## src/rtl/dbn_sync.sv

```systemverilog
module dbn_sync #(
   parameter int W      = 32,
   parameter int STAGES = 2
) (
   input  logic         clk,
   input  logic         rst_n,
   input  logic [W-1:0] d,
   output logic [W-1:0] q
);
   if (STAGES < 1) begin : g_bad_stages
      $error("dbn_sync: STAGES must be at least 1");
   end
   if (W < 1) begin : g_bad_width
      $error("dbn_sync: W must be at least 1");
   end

   if (STAGES == 1) begin : g_single
      logic [W-1:0] stg;
      always_ff @(posedge clk or negedge rst_n) begin
         if (!rst_n) stg <= '0;
         else        stg <= d;
      end
      assign q = stg;
   end else begin : g_chain
      logic [STAGES-1:0][W-1:0] stg;
      always_ff @(posedge clk or negedge rst_n) begin
         if (!rst_n) stg <= '0;
         else        stg <= {stg[STAGES-2:0], d};
      end
      assign q = stg[STAGES-1];
   end
endmodule

```

## src/rtl/dbn_tick_div.sv

```systemverilog
module dbn_tick_div #(
   parameter int DIVW = 24
) (
   input  logic            clk,
   input  logic            rst_n,
   input  logic [DIVW-1:0] div_value,
   output logic            tick
);
   localparam int CW = DIVW + 1;

   if (DIVW < 1) begin : g_bad_divw
      $error("dbn_tick_div: DIVW must be at least 1");
   end

   logic [DIVW-1:0] div_q;
   logic [CW-1:0]   cnt;
   logic [CW-1:0]   limit;
   logic            restart;

   assign limit   = {div_q, 1'b1};
   assign restart = (div_value != div_q);
   assign tick    = !restart && (cnt == limit);

   always_ff @(posedge clk or negedge rst_n) begin
      if (!rst_n) begin
         div_q <= '0;
         cnt   <= '0;
      end else if (restart) begin
         div_q <= div_value;
         cnt   <= '0;
      end else if (cnt == limit) begin
         cnt   <= '0;
      end else begin
         cnt   <= cnt + 1'b1;
      end
   end

   // counter never runs past the programmed terminal count
   a_r7_cnt_bound: assert property (@(posedge clk) disable iff (!rst_n)
      !restart |-> cnt <= limit);
   // a new divider value restarts the count from zero
   a_r3_restart_zero: assert property (@(posedge clk) disable iff (!rst_n)
      restart |=> cnt == '0);
   // period is at least two cycles, so ticks never come back to back
   a_r3_tick_gap: assert property (@(posedge clk) disable iff (!rst_n)
      tick |=> !tick);
endmodule

```

## src/rtl/dbn_pin_filter.sv

```systemverilog
module dbn_pin_filter (
   input  logic clk,
   input  logic rst_n,
   input  logic flt_on,
   input  logic smp_tick,
   input  logic din,
   output logic dout
);
   logic samp;

   always_ff @(posedge clk or negedge rst_n) begin
      if (!rst_n) begin
         samp <= 1'b0;
         dout <= 1'b0;
      end else if (!flt_on) begin
         samp <= din;
         dout <= din;
      end else if (smp_tick) begin
         samp <= din;
         if (din == samp) dout <= din;
      end
   end

   // no output movement between sampling instants
   a_r4_hold_off_tick: assert property (@(posedge clk) disable iff (!rst_n)
      (flt_on && !smp_tick) |=> $stable(dout));
   // a level seen at one instant only cannot pass
   a_r4_need_match: assert property (@(posedge clk) disable iff (!rst_n)
      (flt_on && smp_tick && (din != samp)) |=> $stable(dout));
   // unfiltered pins follow the synchronised level one edge later
   a_r2_bypass: assert property (@(posedge clk) disable iff (!rst_n)
      !flt_on |=> dout == $past(din));
endmodule

```

## src/rtl/debounce_bank.sv

```systemverilog
module debounce_bank #(
   parameter int NPINS       = 32,
   parameter int DIVW        = 24,
   parameter int SYNC_STAGES = 2
) (
   input  logic             clk,
   input  logic             rst_n,
   input  logic [DIVW-1:0]  div_value,
   input  logic [NPINS-1:0] flt_en,
   input  logic [NPINS-1:0] slow_sel,
   input  logic [NPINS-1:0] pin_raw,
   output logic [NPINS-1:0] pin_filt
);
   if (NPINS < 1) begin : g_bad_npins
      $error("debounce_bank: NPINS must be at least 1");
   end

   logic [NPINS-1:0] pin_sync;
   logic [NPINS-1:0] pin_tick;
   logic             slow_tick;

   dbn_sync #(.W(NPINS), .STAGES(SYNC_STAGES)) u_sync (
      .clk   (clk),
      .rst_n (rst_n),
      .d     (pin_raw),
      .q     (pin_sync)
   );

   dbn_tick_div #(.DIVW(DIVW)) u_div (
      .clk       (clk),
      .rst_n     (rst_n),
      .div_value (div_value),
      .tick      (slow_tick)
   );

   for (genvar i = 0; i < NPINS; i++) begin : g_pin
      assign pin_tick[i] = slow_sel[i] ? slow_tick : 1'b1;
      dbn_pin_filter u_flt (
         .clk      (clk),
         .rst_n    (rst_n),
         .flt_on   (flt_en[i]),
         .smp_tick (pin_tick[i]),
         .din      (pin_sync[i]),
         .dout     (pin_filt[i])
      );
   end

   // outputs are low on the first cycle out of reset
   a_r1_reset_low: assert property (@(posedge clk)
      !rst_n |=> pin_filt == '0);
   // pins off the slow tick sample on every edge
   a_r5_fast_tick: assert property (@(posedge clk) disable iff (!rst_n)
      (pin_tick | slow_sel) == {NPINS{1'b1}});
endmodule

```

## config.mk

```make
export PLATFORM = sky130hd
export DESIGN_NAME = debounce_bank
export DESIGN_NICKNAME = d
export VERILOG_FILES = /design/src/rtl/dbn_sync.sv /design/src/rtl/dbn_tick_div.sv /design/src/rtl/dbn_pin_filter.sv /design/src/rtl/debounce_bank.sv
export SDC_FILE = /design/constraint.sdc
export NUM_CORES = 1
export LEC_CHECK = 0
export ABC_AREA = 1
export BUFFER_PORTS_ARGS = -buffer_cell sky130_fd_sc_hd__buf_4
export CELL_PAD_IN_SITES_DETAIL_PLACEMENT = 0
export CELL_PAD_IN_SITES_GLOBAL_PLACEMENT = 1
export CORE_ASPECT_RATIO = 1.1
export CORE_MARGIN = 2
export CORE_UTILIZATION = 35
export CTS_CLUSTER_DIAMETER = 60
export DETAILED_ROUTE_END_ITERATION = 8
export MAX_ROUTING_LAYER = met4
export PLACE_DENSITY_LB_ADDON = 0.1
export SLEW_MARGIN = 20
export SYNTH_ARGS = -nofsm -noshare
export SYNTH_HDL_FRONTEND = slang
export SYNTH_SLANG_ARGS = --single-unit
```

## constraint.sdc

```tcl
create_clock -name clk -period 1.81 [get_ports clk]
set_input_delay 0.181 -clock clk [delete_from_list [all_inputs] [get_ports clk]]
set_output_delay 0.181 -clock clk [all_outputs]
set_load 0.03 [all_outputs]
```

==> After elaboration in Yosys (flattened, before gate mapping) <==
Cells that the tools add are included.
{ "word_totals": {"in_bits": 122, "output_inout_bits": 32, "word_cells": 395, "ff_bits": 177} }
{ "classes": {"n_reduce_logical": 34, "add_sub_neg": 1, "n_mux": 194, "eq_ne": 98} }
{ "op_table": {"columns": ["op", "n"], "rows": [
  ["two-way mux 1 bit", 192],
  ["!= test 2 x 1 -> 1 bit, second input constant", 64],
  ["AND reduction 2 bit", 32],
  ["two-way mux 25 bit", 2],
  ["== test 1 bit", 32],
  ["adder 25 x 1 -> 25 bit, second input constant", 1],
  ["== test 25 bit", 1],
  ["!= test 24 bit", 1],
  ["logical AND 1 bit", 1],
  ["logical NOT 1 bit", 1]
]} }

==> Longest topological paths before layout <==
Gate-level depths: netlist (run 1).
{ "depth": {"ltp_word": 6, "depth_mapped": 14, "ltp_nobuf": 13} }

==> By module <==
A second synthesis (run 1) with hierarchy kept.
{ "unflattened": {"cells_unflattened": 1067, "hier_area_um2": 8785.9} }
{ "modules_own_cells": {"columns": ["mod", "n_inst", "seq_area_each_um2", "area_each_um2", "cells_each"], "rows": [
  ["dbn_pin_filter", 32, 50.0, 116.4, 15],
  ["dbn_tick_div", 1, 1226.2, 3057.9, 455],
  ["dbn_sync", 1, 1601.5, 1841.8, 96],
  ["debounce_bank", 1, 0.0, 162.7, 36]
]} }

==> Worst setup path before layout (run 1) <==
OpenSTA, ideal clock, no wires.
{ "synth_timing": {"kind": "register -> register", "start": "register u_div.cnt[0]", "end": "register u_div.cnt[24]", "n_path_buf": 0, "required_time_ps": 1693, "path_stages_with_launch": 11, "setup_time_ps": 117, "arrival_time_ps": 1522, "synth_period_minus_slack_ps": 1638, "slack_ps": 172, "path_cell_list": "dfrtp_1 > ha_1 > nand3_1 > nor3_2 > nand3_1 > nor2_2 > nand2_1 > nor2_1 > nand2_1 > nand3_1 > nor2_1"} }
{ "synth_between": {"elab_chain_cells": 3, "elab_cells_between_ends": 4, "classes_between": "1 x add/sub; 1 x eq/ne; 2 x mux"} }
{ "synth_rtl": {"columns": ["element", "line", "text"], "rows": [
  ["start: declaration", "dbn_tick_div.sv:16", "logic [CW-1:0] cnt;"],
  ["start signal: assignment", "dbn_tick_div.sv:34", "cnt <= cnt + 1'b1;"],
  ["adder 25 x 1 -> 25 bit or == test 25 bit (tied branches)", "dbn_tick_div.sv:34, dbn_tick_div.sv:31", null],
  ["two-way mux 25 bit *", "dbn_tick_div.sv:31", "end else if (cnt == limit) begin"],
  ["two-way mux 25 bit *", "dbn_tick_div.sv:28", "end else if (restart) begin"]
]} }
Every way passes the cells marked *; elsewhere a longest branch is shown, timed or not.
A chain may end at the register's enable or synchronous reset.

==> Worst setup path after layout (run 1) <==
{ "layout_timing": {"start": "register u_div.div_q[3]", "end": "register g_pin[21].u_flt.dout"} }
{ "layout_between": {"elab_chain_cells": 6, "elab_cells_between_ends": 7, "classes_between": "3 x eq/ne; 1 x mux; 3 x reduce/logical"} }
{ "layout_rtl": {"columns": ["element", "line", "text"], "rows": [
  ["start: declaration", "dbn_tick_div.sv:15", "logic [DIVW-1:0] div_q;"],
  ["start signal: assignment", "dbn_tick_div.sv:29", "div_q <= div_value;"],
  ["!= test 24 bit", "dbn_tick_div.sv:21", "assign restart = (div_value != div_q);"],
  ["logical NOT 1 bit", "dbn_tick_div.sv:22", "assign tick = !restart && (cnt == limit);"],
  ["logical AND 1 bit *", "dbn_tick_div.sv:22", null],
  ["two-way mux 1 bit *", "debounce_bank.sv:37", "assign pin_tick[i] = slow_sel[i] ? slow_tick : 1'b1;"],
  ["!= test 2 x 1 -> 1 bit (no line) *", null, null],
  ["AND reduction 2 bit (no line) *", null, null],
  ["end signal: assignment", "dbn_pin_filter.sv:17", "dout <= din;"],
  ["end signal: assignment", "dbn_pin_filter.sv:20", "if (din == samp) dout <= din;"],
  ["end: declaration", "dbn_pin_filter.sv:7", "output logic dout"]
]} }
Marks and branches as above.

==> results.py, run 1 <==
metrics = {
    "hold_path": {
        "hold_path.class": "in -> reg",
    },
    "clock_tree": {
        "cts_buffers": 17,
        "ctsRootBufferMaster": "clkbuf_16",
        "clk_pin_slew_worst_paths_ns": 0.08,
        "cts.path.max_buffers": 2,
        "worstSkewPairLatency_ns": 0.43,
        "cts_tree": "done",
        "h-tree-depth": 4,
        "cts.sinks": 177,
    },
    "die": {
        "coreArea_um2": 23800,
        "die-area_um2": 25500,
        "io_pins": 154,
        "num_rows": 59,
        "die_x_um": 153,
        "die_h_um": 167,
        "start_util": 0.357,
    },
    "route": {
        "routed_wirelength_um": 19800,
        "num_vias": 7013,
        "wire_per_inst_um": 12.4,
        "drcViolationCount": 0,
        "vias_per_cell": 4.39,
        "drtAntennaViolNets": 0,
        "first_iter_violations": 280,
        "drtPass1Iterations": 7,
    },
    "setup_path": {
        "path_delay_family": "simple AND/OR/NAND/NOR gates",
        "worstPathRequired_ns": 2.13,
        "cp.arrival_ns": 2.19,
        "critPathMaxFanout": 15,
        "cp_cell_sequence": "buf_6 > nand2_1 > nand2_1 > nor2_1 > nand2_1 > nor2_1 > nand2_1 > nor2_4 > nand2_4 > buf_12 > nand2_4 > nand2_1 > nand2_1 > nand2_1",
        "critPathKind": "reg -> reg",
        "worst-path-buf-inv": 2,
        "critPathCaptureType": "flip-flop",
        "cp_slowest_cell": "dfrtp_1",
        "cpMostUsedCell": "nand2_1",
        "cp_slowest_stage_delay_ns": 0.41,
        "crit_path_start_kind": "flip-flop",
    },
    "yosys": {
        "synth_area_per_cell_um2": 8.23,
        "yosysWarningCount": 0,
        "synth_area_leader_cell": "dfrtp_1",
        "synth_top_area_frac": 0.521,
        "synth_commonest_cells": "nand2_1, dfrtp_1, nand3_1",
        "synth_area_leaders": "dfrtp_1, nand2_1, nand3_1, inv_1, nand2_4",
        "yosysSeqAreaShare": 0.521,
        "synthArstFlopShare": 1.00,
        "ys_seq_elements": 177,
        "synth_cells": 1032,
        "syn_nets": 1155,
        "post-synth-top-count-cell": "nand2_1",
        "yosys_most_used_dff": "dfrtp_1",
        "synth-edff-count": 0,
        "yosysUniqueCellTypes": 33,
        "synth_area_um2": 8500,
    },
    "pwr": {
        "pwr-share-comb": 0.149,
        "switching_power_mw": 2.61,
        "clkPwrFrac": 0.379,
        "p_int_mw": 6.68,
        "power_leakage_nw": 6.07,
        "max-vdd-ir-drop_uv": 587,
        "switching_share": 0.281,
        "power_density_nw_per_um2": 783,
        "seq_power_share": 0.472,
    },
    "sta": {
        "holdWs_ns": 0.0925,
        "rsz0062_at_grt": "true",
        "post-route-period-util": 1.03,
        "worstMarginPinSlew_ns": 0.339,
        "finalSetupViolations": 29,
        "worst_slack_ns": -0.0593,
        "finClkSkew_ns": 0.0180,
        "fin_setup_tns_ns": -1.00,
        "min_period_ns": 1.87,
        "hold_violations": 0,
        "slew-limit-headroom": 0.772,
        "fmax_mhz": 535,
        "drv_slew": 0,
    },
    "run_status": {
        "outcome": "finished, violations left",
        "violations": "setup timing",
    },
    "placed_design": {
        "numPortBuffers": 153,
        "dp_slack_ns": -0.0751,
        "place.gp.congestion": 0.822,
        "dp_hpwl_um": 14800,
        "dp_cells": 1499,
    },
    "layout": {
        "instances_no_fill": 1596,
        "antenna_cells": 0,
        "finalNetCount": 1401,
        "area_delta_synth_final_pct": 39.8,
        "final_layout_size_suffix_gt1_frac": 0.340,
    },
    "global_route": {
        "grt_usage": 0.163,
        "grt_pass1_vias": 6891,
        "antenna_found_initial": 0,
        "grt-ovfl-total": 0,
        "grt_max_degree": 49,
        "grt_pass1_wl_um": 32700,
    },
    "run": {
        "max_cap_violations": 0,
    },
}
[kinds of logic (layout without fill, tap and decap cells)]
kind of cell,after synthesis,in the layout,synth area share
xor+xnor,20,20,0.0206
compound gates,19,19,0.0118
flops,177,177,0.521
fa+ha+maj,1,1,0.00147
buf+inv,169,427,0.0946
simple gates,646,647,0.350
[through the flow]
stage | cell area [um2] | power [mW] | util
floorplan | 8500 | 5.24 | -
global placement | 10300 | 5.72 | 0.432
detailed placement | 10300 | 5.73 | 0.432
CTS | 11500 | 9.43 | 0.482
global route | 11900 | 9.81 | 0.500
finish | 11900 | 9.29 | 0.500
[worst register-to-register path, cell delays in order (launching register included)]
cell     delay (ns)
dfrtp_1        0.41
buf_6          0.13
nand2_1        0.07
nand2_1        0.05
nor2_1         0.09
nand2_1        0.05
nor2_1         0.08
nand2_1        0.10
nor2_4         0.22
nand2_4        0.14
buf_12         0.19
nand2_4        0.08
nand2_1        0.04
nand2_1        0.05
nand2_1        0.05
[routing by layer]
layer,routed length [um],part of all wire,GRT usage,vias to the layer above
li1,-,-,-,3645
met1,9200,0.46,0.207,3234
met2,9690,0.49,0.268,120
met3,765,0.039,0.0329,14
met4,177,0.0089,0.0415,0
met5,0,0,-,-
[final timing paths]
path	depth (start not counted)	to	slack (ns)	from
worst max-delay path	14	g_pin[21].u_flt.dout	-0.06	u_div.div_q[3]
worst min-delay path	4	g_pin[4].u_flt.dout	0.09	flt_en[4]
worst max register to register	14	g_pin[21].u_flt.dout	-0.06	u_div.div_q[3]
worst min register to register	0	u_sync.q[4]	0.34	u_sync.g_chain.stg[4]
max in group asynchronous	3	u_sync.g_chain.stg[4]	1.00	rst_n
min in group asynchronous	2	g_pin[21].u_flt.dout	0.22	rst_n
[repair_timing]
action,in CTS,in global routing
pin swaps,3,15
buffers inserted,2,5
endpoints found under the setup margin,39,78
resized for setup,13,98
hold endpoints to repair,168,0
hold buffers,57,0
cloned,0,1
[sequential cells by signal, indices dropped and copies added (netlist names)]
| register | flops |
|---|---|
| g_pin.u_flt.dout | 32 |
| g_pin.u_flt.samp | 32 |
| u_div.cnt | 25 |
| u_div.div_q | 24 |
| u_sync.g_chain.stg | 32 |
| u_sync.q | 32 |
[power groups by stage]
stage                     combinational, mW  sequential (mW)  clock (mW)
after floorplan                       0.832             4.40           0
after global placement                 1.27             4.45           0
after detailed placement               1.27             4.45           0
after CTS                              1.39             4.38        3.67
after global routing                   1.55             4.42        3.84
final                                  1.39             4.38        3.52
[layout make-up]
cell class                      instances  area, um2
Fill cell                            2352      11900
Sequential cell                       177       4430
Clock buffer                           19        433
Timing Repair Buffer                  289       2460
Inverter                              106        398
Clock inverter                         13        124
Multi-Input combinational cell        687       3650
Tap cell                              305        382
[placed cells by master (no fill, tap or decap), types with 2 or more instances in the layout]
cell type | Yosys | layout
a21oi_1 | 9 | 7
a21oi_2 | 0 | 2
a31oi_1 | 3 | 3
buf_12 | 2 | 9
buf_4 | 32 | 215
buf_6 | 0 | 7
clkbuf_1 | 24 | 2
clkbuf_16 | 0 | 17
clkinv_1 | 2 | 2
clkinvlp_4 | 0 | 6
dfrtp_1 | 177 | 176
dlygate4sd3_1 | 0 | 57
inv_1 | 87 | 84
inv_2 | 17 | 20
inv_8 | 0 | 4
nand2_1 | 370 | 336
nand2_2 | 2 | 32
nand2_4 | 28 | 33
nand3_1 | 118 | 101
nand3_2 | 1 | 16
nand3_4 | 0 | 2
nand4_1 | 7 | 7
nor2_1 | 64 | 48
nor2_2 | 3 | 16
nor2_4 | 1 | 4
nor3_1 | 14 | 3
nor3_2 | 2 | 9
nor3_4 | 0 | 4
o21ai_0 | 5 | 5
or2_2 | 32 | 32
xnor2_1 | 8 | 6
xnor2_2 | 0 | 2
xor2_1 | 12 | 11
Power figures use the tool's default switching activity.
==> inputs of run 2 (changes only) <==
--- a/config.mk
+++ b/config.mk
@@ -12,5 +12,5 @@
 export CORE_ASPECT_RATIO = 1.1
 export CORE_MARGIN = 2
-export CORE_UTILIZATION = 35
+export CORE_UTILIZATION = 41
 export CTS_CLUSTER_DIAMETER = 60
 export DETAILED_ROUTE_END_ITERATION = 8
==> constraint.sdc (replaced) <==
create_clock -name clk -period 1.81 [get_ports clk]
set_input_delay 0.0905 -clock clk [delete_from_list [all_inputs] [get_ports clk]]
set_output_delay 0.0905 -clock clk [all_outputs]
set_load 0.03 [all_outputs]
==> run 2 against run 1 <==
Effect of this change: the run still ends with setup timing left; clock skew decreased by 0.0029 ns; combinational power rose by 3%; global-route usage is 2.5 points higher; core utilization is 8.8 points higher; count of clock-buffer cells in the layout shrank 2; sequential share of layout area shrank 0.40 points.
==> results.py, run 2 (same netlist as run 1, synthesis figures left out) <==
metrics = {
    "run_status": {
        "outcome": "finished, violations left",
        "violations": "setup timing",
    },
    "clock_tree": {
        "cts.path.max_buffers": 2,
        "worstSkewPairLatency_ns": 0.43,
        "ctsRootBufferMaster": "clkbuf_16",
        "cts.sinks": 177,
        "clk_pin_slew_worst_paths_ns": 0.07,
        "h-tree-depth": 4,
        "cts_buffers": 17,
        "cts_tree": "done",
    },
    "route": {
        "routed_wirelength_um": 20300,
        "vias_per_cell": 4.56,
        "drcViolationCount": 0,
        "drtPass1Iterations": 4,
        "first_iter_violations": 322,
        "drtAntennaViolNets": 0,
        "num_vias": 7109,
        "wire_per_inst_um": 13.0,
    },
    "die": {
        "start_util": 0.416,
        "die_h_um": 155,
        "die_x_um": 141,
        "io_pins": 154,
        "die-area_um2": 21900,
        "coreArea_um2": 20400,
        "num_rows": 55,
    },
    "setup_path": {
        "critPathCaptureType": "flip-flop",
        "crit_path_start_kind": "flip-flop",
        "cp.arrival_ns": 2.23,
        "critPathMaxFanout": 8,
        "worstPathRequired_ns": 2.12,
        "critPathKind": "reg -> reg",
    },
    "layout": {
        "final_common_cell": "nand2_1",
        "final_layout_size_suffix_gt1_frac": 0.323,
        "finalNetCount": 1416,
        "antenna_cells": 0,
        "mostFrequentLayoutCells": "nand2_1, buf_4, dfrtp_1",
        "area_delta_synth_final_pct": 41.3,
        "fillers": 1889,
    },
    "global_route": {
        "grt_pass1_wl_um": 31800,
        "grt_pass1_vias": 6648,
        "antenna_found_initial": 0,
        "grt-ovfl-total": 0,
        "grt_max_degree": 49,
        "grt_usage": 0.188,
    },
    "sta": {
        "rsz0062_at_grt": "true",
        "finClkSkew_ns": 0.0151,
        "min_period_ns": 1.92,
        "finalSetupViolations": 50,
        "worst_slack_ns": -0.112,
        "drv_slew": 0,
        "slew-limit-headroom": 0.720,
        "holdWs_ns": 0.0154,
        "worstMarginPinSlew_ns": 0.420,
        "post-route-period-util": 1.06,
        "hold_violations": 0,
        "fmax_mhz": 520,
    },
    "placed_design": {
        "dp_hpwl_um": 14000,
        "dp_slack_ns": -0.0771,
        "place.gp.congestion": 0.826,
        "numPortBuffers": 153,
    },
    "pwr": {
        "power_leakage_nw": 6.12,
        "power_density_nw_per_um2": 780,
        "max-vdd-ir-drop_uv": 593,
    },
    "hold_path": {
        "hold_path.class": "in -> reg",
    },
    "run": {
        "max_cap_violations": 0,
    },
}
[run 2: cell count changes in the layout (fill, tap and decap cells not counted), sizes merged]
| cell | delta |
|---|---|
| buf | -18 |
| bufinv | +1 |
| clkbuf | +3 |
| clkinv | -1 |
| clkinvlp | -1 |
| dlygate4sd3 | +28 |
| inv | +1 |
[run 2: worst max-delay path, cell delays in order, from the launching register on]
cell and delay (ns):
dfrtp_1 0.38, inv_1 0.09, nand2_1 0.12, nand2_1 0.06
nor2_1 0.10, nand2_1 0.08, nor2_1 0.13, nand2_2 0.07
nor2_4 0.19, nand2_8 0.16, clkbuf_16 0.21, nand2_4 0.07
nand2_2 0.05, nand2_1 0.05, nand2_1 0.05
[run 2: final cells by class]
cell class              count  area [um2]  area share
clock buffers              17         425      0.0354
clock inverters            13         128      0.0106
inverters                 106         400      0.0334
multi-input cells         687        3610       0.301
flip-flops and latches    177        4430       0.369
well taps                 256         320      0.0267
repair buffers            304        2690       0.224
[run 2: where the power goes]
| part | switching (mW) | leakage [nW] | total, mW | internal, mW |
|---|---|---|---|---|
| logic | 0.742 | 3.72 | 1.43 | 0.692 |
| clock network | 1.63 | 0.257 | 3.54 | 1.91 |
| registers | 0.174 | 2.14 | 4.38 | 4.21 |
| total | 2.55 | 6.12 | 9.36 | 6.81 |
[run 2: worst paths after layout]
| check | startpoint | endpoint | slack, ns | cells after the start |
|---|---|---|---|---|
| setup / recovery | u_div.cnt[3] | g_pin[29].u_flt.dout | -0.11 | 14 |
| hold reg to reg | u_sync.g_chain.stg[27] | u_sync.q[27] | 0.35 | 0 |
| setup reg to reg | u_div.cnt[3] | g_pin[29].u_flt.dout | -0.11 | 14 |
| max in group asynchronous | rst_n | u_div.cnt[21] | 0.94 | 3 |
| min in group asynchronous | rst_n | u_sync.g_chain.stg[21] | 0.18 | 2 |
| hold / removal | flt_en[28] | g_pin[28].u_flt.dout | 0.02 | 4 |
[run 2: through the flow]
stage          area [um2]  power, mW  setup TNS [ns]   util  cells
2_1_floorplan        8500       5.24               0      -   1032
3_3_place_gp        10100       5.69           -1.13  0.492   1435
3_5_place_dp        10100       5.71           -1.80  0.492   1435
4_1_cts             11500       9.44          -0.358  0.562   1550
5_1_grt             12000       9.83          -10.76  0.587   1560
6_report            12000       9.36           -2.60  0.587   1560
[run 2: timing repair]
item | CTS | global route
endpoints found under the setup margin | 50 | 80
gates cloned | 0 | 6
pin swaps | 0 | 24
gates resized for setup | 4 | 100
hold buffers | 85 | 0
endpoints found under the hold margin | 213 | 0
buffers inserted | 0 | 5
[run 2: metal layers]
metal	vias up	share of wire	global-route usage	wire [um]
met5	-	0	-	0
met4	0	0.0077	0.0448	156
met2	140	0.49	0.298	10000
met3	12	0.039	0.0360	787
li1	3676	-	-	-
met1	3281	0.46	0.251	9300
